File: src/rtl/cordic_pkg.sv
package cordic_pkg;
  typedef enum logic [1:0] {
    CRD_CIRC = 2'b00,
    CRD_LIN  = 2'b01,
    CRD_HYP  = 2'b10,
    CRD_RSV  = 2'b11
  } coord_e;

  typedef enum logic {
    OP_ROT = 1'b0,
    OP_VEC = 1'b1
  } op_e;
endpackage

File: src/rtl/cordic_angle_rom.sv
module cordic_angle_rom
  import cordic_pkg::*;
#(
  parameter int Z_W    = 16,
  parameter int Z_FRAC = 13,
  parameter int ITER   = 14,
  parameter int IDX_W  = 4
) (
  input  coord_e                  coord_i,
  input  logic [IDX_W-1:0]        idx_i,
  output logic signed [Z_W-1:0]   angle_o
);
  function automatic real pow2n(int n);
    real r = 1.0;
    for (int k = 0; k < n; k++) r = r / 2.0;
    return r;
  endfunction

  // odd power series: alternating signs give atan, plain sum gives atanh
  function automatic real arc_series(real t, bit alt);
    real s = 0.0;
    real p = t;
    for (int k = 0; k < 40; k++) begin
      if (alt && (k % 2 == 1)) s = s - p / real'(2 * k + 1);
      else                     s = s + p / real'(2 * k + 1);
      p = p * t * t;
    end
    return s;
  endfunction

  function automatic logic signed [Z_W-1:0] to_fix(real v);
    real sc = 1.0;
    for (int k = 0; k < Z_FRAC; k++) sc = sc * 2.0;
    return Z_W'($rtoi(v * sc + 0.5));
  endfunction

  logic signed [Z_W-1:0] circ_tab [ITER];
  logic signed [Z_W-1:0] lin_tab  [ITER];
  logic signed [Z_W-1:0] hyp_tab  [ITER];

  for (genvar g = 0; g < ITER; g++) begin : g_tab
    localparam logic signed [Z_W-1:0] C_CIRC =
      (g == 0) ? to_fix(0.785398163397448) : to_fix(arc_series(pow2n(g), 1'b1));
    localparam logic signed [Z_W-1:0] C_LIN = to_fix(pow2n(g));
    localparam logic signed [Z_W-1:0] C_HYP =
      (g == 0) ? '0 : to_fix(arc_series(pow2n(g), 1'b0));
    assign circ_tab[g] = C_CIRC;
    assign lin_tab[g]  = C_LIN;
    assign hyp_tab[g]  = C_HYP;
  end

  always_comb begin
    angle_o = '0;
    if (int'(idx_i) < ITER) begin
      case (coord_i)
        CRD_CIRC: angle_o = circ_tab[idx_i];
        CRD_HYP:  angle_o = hyp_tab[idx_i];
        default:  angle_o = lin_tab[idx_i];
      endcase
    end
  end
endmodule

File: src/rtl/cordic_ctrl.sv
module cordic_ctrl
  import cordic_pkg::*;
#(
  parameter int ITER  = 14,
  parameter int REP_A = 4,
  parameter int REP_B = 13,
  parameter int IDX_W = 4
) (
  input  logic             clk_i,
  input  logic             rst_ni,
  input  logic             start_i,
  input  coord_e           coord_i,
  output logic             load_o,
  output logic             step_o,
  output logic [IDX_W-1:0] idx_o,
  output logic             busy_o,
  output logic             done_o
);
  typedef enum logic {ST_IDLE, ST_RUN} state_e;

  state_e           state_q;
  logic [IDX_W-1:0] idx_q;
  logic             rep_q, hyp_q, done_q;
  logic             rep_pend, last_step;

  assign load_o = (state_q == ST_IDLE) && start_i;
  assign step_o = (state_q == ST_RUN);

  // hyperbolic: shifts REP_A and REP_B run a second time
  assign rep_pend  = hyp_q && !rep_q &&
                     ((idx_q == IDX_W'(REP_A)) || (idx_q == IDX_W'(REP_B)));
  assign last_step = step_o && !rep_pend && (idx_q == IDX_W'(ITER - 1));

  always_ff @(posedge clk_i or negedge rst_ni) begin
    if (!rst_ni) begin
      state_q <= ST_IDLE;
      idx_q   <= '0;
      rep_q   <= 1'b0;
      hyp_q   <= 1'b0;
      done_q  <= 1'b0;
    end else begin
      done_q <= last_step;
      case (state_q)
        ST_IDLE: if (start_i) begin
          state_q <= ST_RUN;
          hyp_q   <= (coord_i == CRD_HYP);
          idx_q   <= (coord_i == CRD_HYP) ? IDX_W'(1) : '0;
          rep_q   <= 1'b0;
        end
        default: begin
          if (rep_pend) begin
            rep_q <= 1'b1;
          end else if (last_step) begin
            state_q <= ST_IDLE;
          end else begin
            idx_q <= idx_q + 1'b1;
            rep_q <= 1'b0;
          end
        end
      endcase
    end
  end

  assign idx_o  = idx_q;
  assign busy_o = step_o;
  assign done_o = done_q;
endmodule

File: src/rtl/cordic_datapath.sv
module cordic_datapath
  import cordic_pkg::*;
#(
  parameter int XY_W  = 18,
  parameter int Z_W   = 16,
  parameter int IDX_W = 4
) (
  input  logic                  clk_i,
  input  logic                  rst_ni,
  input  logic                  load_i,
  input  logic                  step_i,
  input  coord_e                coord_i,
  input  op_e                   op_i,
  input  logic [IDX_W-1:0]      shift_i,
  input  logic signed [Z_W-1:0] angle_i,
  input  logic signed [XY_W-1:0] x_ld_i,
  input  logic signed [XY_W-1:0] y_ld_i,
  input  logic signed [Z_W-1:0] z_ld_i,
  output logic signed [XY_W-1:0] x_o,
  output logic signed [XY_W-1:0] y_o,
  output logic signed [Z_W-1:0] z_o
);
  logic signed [XY_W-1:0] x_q, y_q, x_n, y_n, xs, ys;
  logic signed [Z_W-1:0]  z_q, z_n;
  logic                   d_pos;

  // rotation steers on sign of z, vectoring on the negated sign of y
  assign d_pos = (op_i == OP_ROT) ? !z_q[Z_W-1] : y_q[XY_W-1];
  assign xs    = x_q >>> shift_i;
  assign ys    = y_q >>> shift_i;

  always_comb begin
    case (coord_i)
      CRD_CIRC: x_n = d_pos ? x_q - ys : x_q + ys;
      CRD_HYP:  x_n = d_pos ? x_q + ys : x_q - ys;
      default:  x_n = x_q;
    endcase
    y_n = d_pos ? y_q + xs : y_q - xs;
    z_n = d_pos ? z_q - angle_i : z_q + angle_i;
  end

  always_ff @(posedge clk_i or negedge rst_ni) begin
    if (!rst_ni) begin
      x_q <= '0;
      y_q <= '0;
      z_q <= '0;
    end else if (load_i) begin
      x_q <= x_ld_i;
      y_q <= y_ld_i;
      z_q <= z_ld_i;
    end else if (step_i) begin
      x_q <= x_n;
      y_q <= y_n;
      z_q <= z_n;
    end
  end

  assign x_o = x_q;
  assign y_o = y_q;
  assign z_o = z_q;
endmodule

File: src/rtl/cordic_engine.sv
module cordic_engine
  import cordic_pkg::*;
#(
  parameter int DATA_W = 16,
  parameter int GUARD  = 2,
  parameter int Z_W    = 16,
  parameter int Z_FRAC = 13,
  parameter int ITER   = 14,
  parameter int REP_A  = 4,
  parameter int REP_B  = 13,
  localparam int XY_W  = DATA_W + GUARD,
  localparam int IDX_W = $clog2(ITER)
) (
  input  logic                    clk_i,
  input  logic                    rst_ni,
  input  logic                    start_i,
  input  logic                    mode_i,
  input  logic [1:0]              coord_i,
  input  logic signed [DATA_W-1:0] x_i,
  input  logic signed [DATA_W-1:0] y_i,
  input  logic signed [Z_W-1:0]   z_i,
  output logic                    busy_o,
  output logic                    done_o,
  output logic signed [XY_W-1:0]  x_o,
  output logic signed [XY_W-1:0]  y_o,
  output logic signed [Z_W-1:0]   z_o
);
  coord_e                coord_q;
  op_e                   op_q;
  logic                  load, step;
  logic [IDX_W-1:0]      idx;
  logic signed [Z_W-1:0] angle;

  always_ff @(posedge clk_i or negedge rst_ni) begin
    if (!rst_ni) begin
      coord_q <= CRD_CIRC;
      op_q    <= OP_ROT;
    end else if (load) begin
      coord_q <= coord_e'(coord_i);
      op_q    <= op_e'(mode_i);
    end
  end

  cordic_ctrl #(
    .ITER(ITER), .REP_A(REP_A), .REP_B(REP_B), .IDX_W(IDX_W)
  ) i_ctrl (
    .clk_i   (clk_i),
    .rst_ni  (rst_ni),
    .start_i (start_i),
    .coord_i (coord_e'(coord_i)),
    .load_o  (load),
    .step_o  (step),
    .idx_o   (idx),
    .busy_o  (busy_o),
    .done_o  (done_o)
  );

  cordic_angle_rom #(
    .Z_W(Z_W), .Z_FRAC(Z_FRAC), .ITER(ITER), .IDX_W(IDX_W)
  ) i_rom (
    .coord_i (coord_q),
    .idx_i   (idx),
    .angle_o (angle)
  );

  cordic_datapath #(
    .XY_W(XY_W), .Z_W(Z_W), .IDX_W(IDX_W)
  ) i_dp (
    .clk_i   (clk_i),
    .rst_ni  (rst_ni),
    .load_i  (load),
    .step_i  (step),
    .coord_i (coord_q),
    .op_i    (op_q),
    .shift_i (idx),
    .angle_i (angle),
    .x_ld_i  ({{GUARD{x_i[DATA_W-1]}}, x_i}),
    .y_ld_i  ({{GUARD{y_i[DATA_W-1]}}, y_i}),
    .z_ld_i  (z_i),
    .x_o     (x_o),
    .y_o     (y_o),
    .z_o     (z_o)
  );
endmodule

File: config.mk
export PLATFORM = sky130hd
export DESIGN_NAME = cordic_engine
export DESIGN_NICKNAME = d
export VERILOG_FILES = /design/src/rtl/cordic_pkg.sv /design/src/rtl/cordic_angle_rom.sv /design/src/rtl/cordic_ctrl.sv /design/src/rtl/cordic_datapath.sv /design/src/rtl/cordic_engine.sv
export SDC_FILE = /design/constraint.sdc
export NUM_CORES = 1
export LEC_CHECK = 0
export ABC_AREA = 1
export CORE_UTILIZATION = 58
export DETAILED_ROUTE_END_ITERATION = 16
export GPL_TIMING_DRIVEN = 1
export MAX_ROUTING_LAYER = met4
export PLACE_DENSITY = 0.82
export SYNTH_ARGS = -nofsm -noshare
export SYNTH_HDL_FRONTEND = slang
export SYNTH_HIERARCHICAL = 1
export SYNTH_SLANG_ARGS = --single-unit
File: constraint.sdc
create_clock -name clk_i -period 5.11 [get_ports clk_i]
set_input_delay 1.533 -clock clk_i [delete_from_list [all_inputs] [get_ports clk_i]]
set_output_delay 1.533 -clock clk_i [all_outputs]
set_load 0.1 [all_outputs]
==> impl_results.md, run 1 <==
* Status: completed
* Core area at 14800 µm²
* FP Rows at 44
* Via density at 5.84
* Vias at 9968
* Pins Over Slew Limit at 0
* Setup tns final at 0 ns
* Vias in the first global route at 9443
* Synth-to-Final Area Change at 15.9%
* EDFF count, synth at 0
* Yosys top cell by area: dfrtp_1
* Die Y at 126 µm
* Die area at 15900 µm²
* Final WL at 27.5 mm
* Main area contributors after synthesis: dfrtp_1, nand2_1, ha_1, nand3_1, inv_1
* Post-CTS resize count at 0
* Met3 Resource Use GR at 0.0370
* Clock skew at 0.00665 ns
* Post-Synthesis Cells at 1446
* Root Driver: clkbuf_16
* DRC errors left at 0
* Most used routing layer: met2
* Crit path time final at 4.49 ns
* DRT iter0 DRCs at 784
* Worst slew pin tran at 0.992 ns
* Start point of the critical path: i_ctrl/idx_o[2]
* GPL Wtd Cong at 0.963
* CTS Buf Count at 9
* TritonCTS Sinks at 63
* Max_cap viols at 0
* Seq cells post-synth at 63
* Post-DRT Antenna Nets at 0
* GR Util met1 at 0.467
* Layout cell share with drive strength beyond 1 at 0.0584
* Unique masters post-synth at 49
* Worst EP required at 5.33 ns
* Pin count of the biggest net entering global routing at 51
* Final setup viols at 0
* Initial antenna violation count at 0
* First-pass GRT wire length at 45.8 mm
* Crit path DAT at 4.72 ns
* Hold_buf cts at 0
* CTS clk-pin slew, worst paths at 0.06 ns
* Nets at 1656
* CP startpoint kind: flop
* Syn. warnings at 6
* Worst-Skew Late Latency at 0.35 ns
* Synth cell count leaders: nand2_1, inv_1, nand3_1
* Most common flop cell mapped by yosys: dfrtp_1
* Grt ovf at 0
* Max clock buf depth at 2
* Initial DRT Pass Iterations at 6
* Finished Layout Cells at 1708
* Fillers at 1330
* Number of port buffers at 107
* Hold Vio Cnt, Final at 0
* Synth top area share at 0.177
* Min-delay worst type: flop to flop
* Count leader, synth: nand2_1
* Post-CTS setup buffers at 0
* Crit end category: flop
* Die width at 126 µm
* Mapped Area at 8910 µm²
* I/O pins at 108
* Async S/R FF share, synth at 1.00
* Grt met2 use at 0.607
* GRT Resource Usage Total at 0.366
* Unrepaired setup endpoints after global routing: false
* Worst hold slack at 0.512 ns
* Hold_sp: i_ctrl/rep_q
* H-tree Lvls at 3
* CTS tree: built
* Max_slew headroom at 0.338
* Sequential share of the synthesized area at 0.177
* Fin crit share at 0.880
* Critical path fanouts, max at 35
* Max Freq at 0.222 GHz
* Routed length per instance at 16.1 µm
* Worst flop-to-flop path startpoint: i_ctrl/idx_o[2]
* Starting density of the core at 0.604
* Hpwl dp at 20.9 mm
* CP Class: flop to flop
* Diodes inserted at 0
* Cells after DPL at 1693
* Syn avg cell area at 6.16 µm²
## critical path, cell delays in order, from the launching register on
cell and delay, ns:
dfrtp_1 0.60, inv_2 0.53, nand3_1 0.18, nand3_1 0.14, nand2_1 0.10, ha_1 0.25
a31oi_1 0.20, xor2_1 0.20, inv_1 0.08, ha_1 0.36, nand2_1 0.09, o211ai_1 0.27
nand3_1 0.14, o21ai_0 0.49, a21oi_1 0.21, o21ai_0 0.28, nand2_1 0.08, nand2_1 0.06
o21ai_0 0.07
## kinds of logic (layout without fill, tap and decap cells)
group           count (synthesis)  after routing  synth area share
buf+inv                       240            317             0.111
compound gates                313            313             0.204
simple gates                  696            696             0.339
xor+xnor                       48             48            0.0472
fa+ha+maj                      82             82             0.119
other cells                     1              2          0.000421
flops                          63             63             0.177
mux                             3              3           0.00337
## worst paths after layout
path,endpoint,slack [ns],cells past startpoint
worst max-delay path,i_dp/y_o[15],0.62,18
worst min-delay path,i_ctrl/rep_q,0.51,2
worst max register to register,i_dp/y_o[15],0.62,18
worst min register to register,i_ctrl/rep_q,0.51,2
max in group asynchronous,i_ctrl/idx_o[1],2.91,2
min in group asynchronous,i_dp/y_o[6],1.24,1
## placed cells by master (no fill, tap or decap), types with 26 or more instances in the layout
master           netlist  final
o21ai_0              123    123
ha_1                  78     78
a21oi_1               90     90
xor2_1                30     30
nand2_1              395    395
dfrtp_1               63     63
nor2_1               103    102
inv_1                171    171
nand3_1              133    133
o211ai_1              26     26
clkdlybuf4s50_1        0    106
## per-stage QoR
step,utilization,setup WS (ns),instance area (µm²)
final,0.700,0.615,10300
after global routing,0.700,0.260,10300
after CTS,0.700,0.750,10300
after detailed placement,0.680,0.813,10000
after global placement,0.680,0.893,10000
after floorplan,-,1.17,8910
## routing by layer
metal / vias to the layer above / routed length (µm)
li1: 4930 / -
met1: 4586 / 12000
met2: 401 / 13000
met3: 51 / 1850
met4: 0 / 577
met5: - / 0
## area by class of cell
type,instances,area [µm²],share of cell area
Clock buffer,10,239,0.0231
Clock inverter,5,58.8,0.00569
Inverter,180,678,0.0657
Multi-Input combinational cell,1144,6350,0.615
Sequential cell,63,1580,0.153
Tap cell,184,230,0.0223
Timing Repair Buffer,122,1190,0.115
## flip-flops by register name, summed over array words and instances (netlist names)
register	cells
i_dp/z_o	16
op_q	1
i_dp/x_o	18
i_ctrl/hyp_q	1
i_ctrl/done_o	1
coord_q	2
i_ctrl/idx_o	4
i_ctrl/busy_o	1
i_dp/y_o	18
i_ctrl/rep_q	1
Power of run 1 is not shown: default switching activity piles up to over one toggle a cycle in this logic, so the estimate is an artifact.
==> run 2, diff against run 1 <==
--- a/config.mk
+++ b/config.mk
@@ -6,11 +6,11 @@
 export NUM_CORES = 1
 export LEC_CHECK = 0
 export ABC_AREA = 1
-export CORE_UTILIZATION = 58
+export CORE_UTILIZATION = 30
 export DETAILED_ROUTE_END_ITERATION = 16
 export GPL_TIMING_DRIVEN = 1
 export MAX_ROUTING_LAYER = met4
-export PLACE_DENSITY = 0.82
+export PLACE_DENSITY = 0.47
 export SYNTH_ARGS = -nofsm -noshare
 export SYNTH_HDL_FRONTEND = slang
 export SYNTH_HIERARCHICAL = 1
==> constraint.sdc (replaced) <==
create_clock -name clk_i -period 4.5 [get_ports clk_i]
set_input_delay 1.35 -clock clk_i [delete_from_list [all_inputs] [get_ports clk_i]]
set_output_delay 1.35 -clock clk_i [all_outputs]
set_load 0.1 [all_outputs]
==> impl_results.md, run 2 (synthesized netlist as in run 1, its figures left out) <==
* Status: completed
* Crit path time final at 4.16 ns (-0.331 ns)
* Crit path largest cell delay at 0.55 ns (-0.05 ns)
* GPL Wtd Cong at 0.880 (-8.6%)
* Pin count of the biggest net entering global routing at 64 (+25%)
* CP startpoint kind: flop
* Min-delay worst type: flop to flop
* Die width at 174 µm (+38%)
* H-tree Lvls at 3 (unchanged)
* Worst slew pin tran at 0.989 ns (-0.00320 ns)
* CTS Buf Count at 9 (unchanged)
* Worst EP required at 4.73 ns (-0.60 ns)
* Hold Vio Cnt, Final at 0 (unchanged)
* Diodes inserted at 0 (unchanged)
* Critical path fanouts, max at 17 (-51%)
* Vias at 9658 (-3.1%)
* Final WL at 30.9 mm (+13%)
* Fillers at 3218 (+140%)
* Nets at 1685 (+1.8%)
* Hpwl dp at 24.7 mm (+18%)
* Worst-Skew Late Latency at 0.35 ns (about the same)
* Max clock buf depth at 2 (unchanged)
* Slowest CP cell: dfrtp_4
* Final Cell Area at 10900 µm² (+5.1%)
* Synth-to-Final Area Change at 21.8%
* Initial DRT Pass Iterations at 5 (-1)
* CTS clk-pin slew, worst paths at 0.07 ns (about the same)
* Max_slew headroom at 0.339 (+0.000797)
* Layout cell share with drive strength beyond 1 at 0.0811 (+0.0227)
* Register area at 1580 µm² (+0.24%)
* Grt ovf at 0 (unchanged)
* Final Worst Setup Slack at 0.337 ns (-0.279 ns)
* Area of the multi-input gates at 6380 µm² (+0.39%)
* CP bufs+invs at 5 (+3)
* Crit end category: flop
* Crit-path most repeated cell: nand2_1
* Setup tns final at 0 ns (unchanged)
* Die Y at 174 µm (+38%)
* Core area at 28900 µm² (+96%)
* Post-layout util at 0.375 (-0.325)
* Crit path DAT at 4.40 ns (-0.32 ns)
* Root Driver: clkbuf_16
* Commonest non-fill, non-tap cell in the layout: nand2_1
* Max Freq at 0.240 GHz (+8.0%)
* Final setup viols at 0 (unchanged)
* Clock skew at 0.0114 ns (+0.00474 ns)
* Fin crit share at 0.925 (+0.0456)
* Pins Over Slew Limit at 0 (unchanged)
* TritonCTS Sinks at 63 (unchanged)
* Starting density of the core at 0.308 (-0.296)
* Max_cap viols at 0 (unchanged)
* Post-DRT Antenna Nets at 0 (unchanged)
* CP Class: flop to flop
* Cell chain of the critical path: buf_4, buf_4, nand2_1, o21ai_1, or2_2, o21ai_0, mux2i_1, buf_4, o21ai_1, ha_1, inv_1, nand2_1, nor2_1, inv_1, o211ai_1, nand2_1, nand3_1, o21ai_0, nand2_1, nand2_1, o21ai_0, nand2_1
* Initial antenna violation count at 0 (unchanged)
* Routed length per instance at 16.0 µm (-0.68%)
* CTS tree: built
* Vias in the first global route at 9441 (-0.021%)
* Unrepaired setup endpoints after global routing: false
* Top delay family on crit path: simple AND/OR/NAND/NOR gates
* Placed inst area at 10500 µm² (+4.3%)
* Number of port buffers at 107 (unchanged)
* GRT Resource Usage Total at 0.215 (-0.151)
* Via density at 4.98 (-15%)
* First-pass GRT wire length at 50.6 mm (+11%)
* I/O pins at 108 (unchanged)
* Die area at 30400 µm² (+92%)
* Commonest cells after routing, fill and taps aside: nand2_1, inv_1, nand3_1
* DRC errors left at 0 (unchanged)
* Post-place setup slack at 0.164 ns (-0.650 ns)
* DRT iter0 DRCs at 630 (-20%)
* FP Rows at 62 (+41%)
==> run 2: tightest hold or removal path, stage by stage, from the launching register on <==
cell     delay [ns]
dfrtp_1        0.35
nand2_1        0.05
nand2_1        0.05
==> run 2: per-stage QoR <==
stage / std cells / hold WS (ns)
global route: 1938 / 0.501
finish: 1938 / 0.475
global placement: 1917 / 0.460
CTS: 1933 / 0.479
floorplan: 1447 / 0.442
detailed placement: 1917 / 0.460
==> run 2: final timing paths <==
path                                  from               to  slack (ns)  depth (start not counted)
min in group asynchronous           rst_ni      i_dp/z_o[3]        1.01                          2
min                                   op_q             op_q        0.47                          2
max                        i_ctrl/idx_o[0]     i_dp/x_o[14]        0.34                         22
min reg2reg                           op_q             op_q        0.47                          2
max reg2reg                i_ctrl/idx_o[0]     i_dp/x_o[14]        0.34                         22
max in group asynchronous           rst_ni  i_ctrl/idx_o[0]        3.15                          2
==> run 2: layer usage <==
layer	GRT usage	up-vias	wire (µm)
li1	-	4986	-
met1	0.278	4498	14800
met2	0.364	161	15100
met3	0.0247	13	864
met4	0.0292	0	178
met5	-	-	0
==> run 2: cell type report <==
| cell class | count | share of cell area |
|---|---|---|
| flip-flops and latches | 63 | 0.146 |
| clock inverters | 7 | 0.00957 |
| clock buffers | 9 | 0.0207 |
| repair buffers | 151 | 0.130 |
| multi-input cells | 1144 | 0.588 |
| well taps | 384 | 0.0443 |
| inverters | 180 | 0.0625 |
==> run 2: timing repair <==
| item | in CTS | in global routing |
|---|---|---|
| setup buffers | 0 | 5 |
| endpoints found under the setup margin | 0 | 17 |
| resized for setup | 0 | 15 |
| hold buffers | 0 | 0 |
Power of run 2 is left out for the same reason.
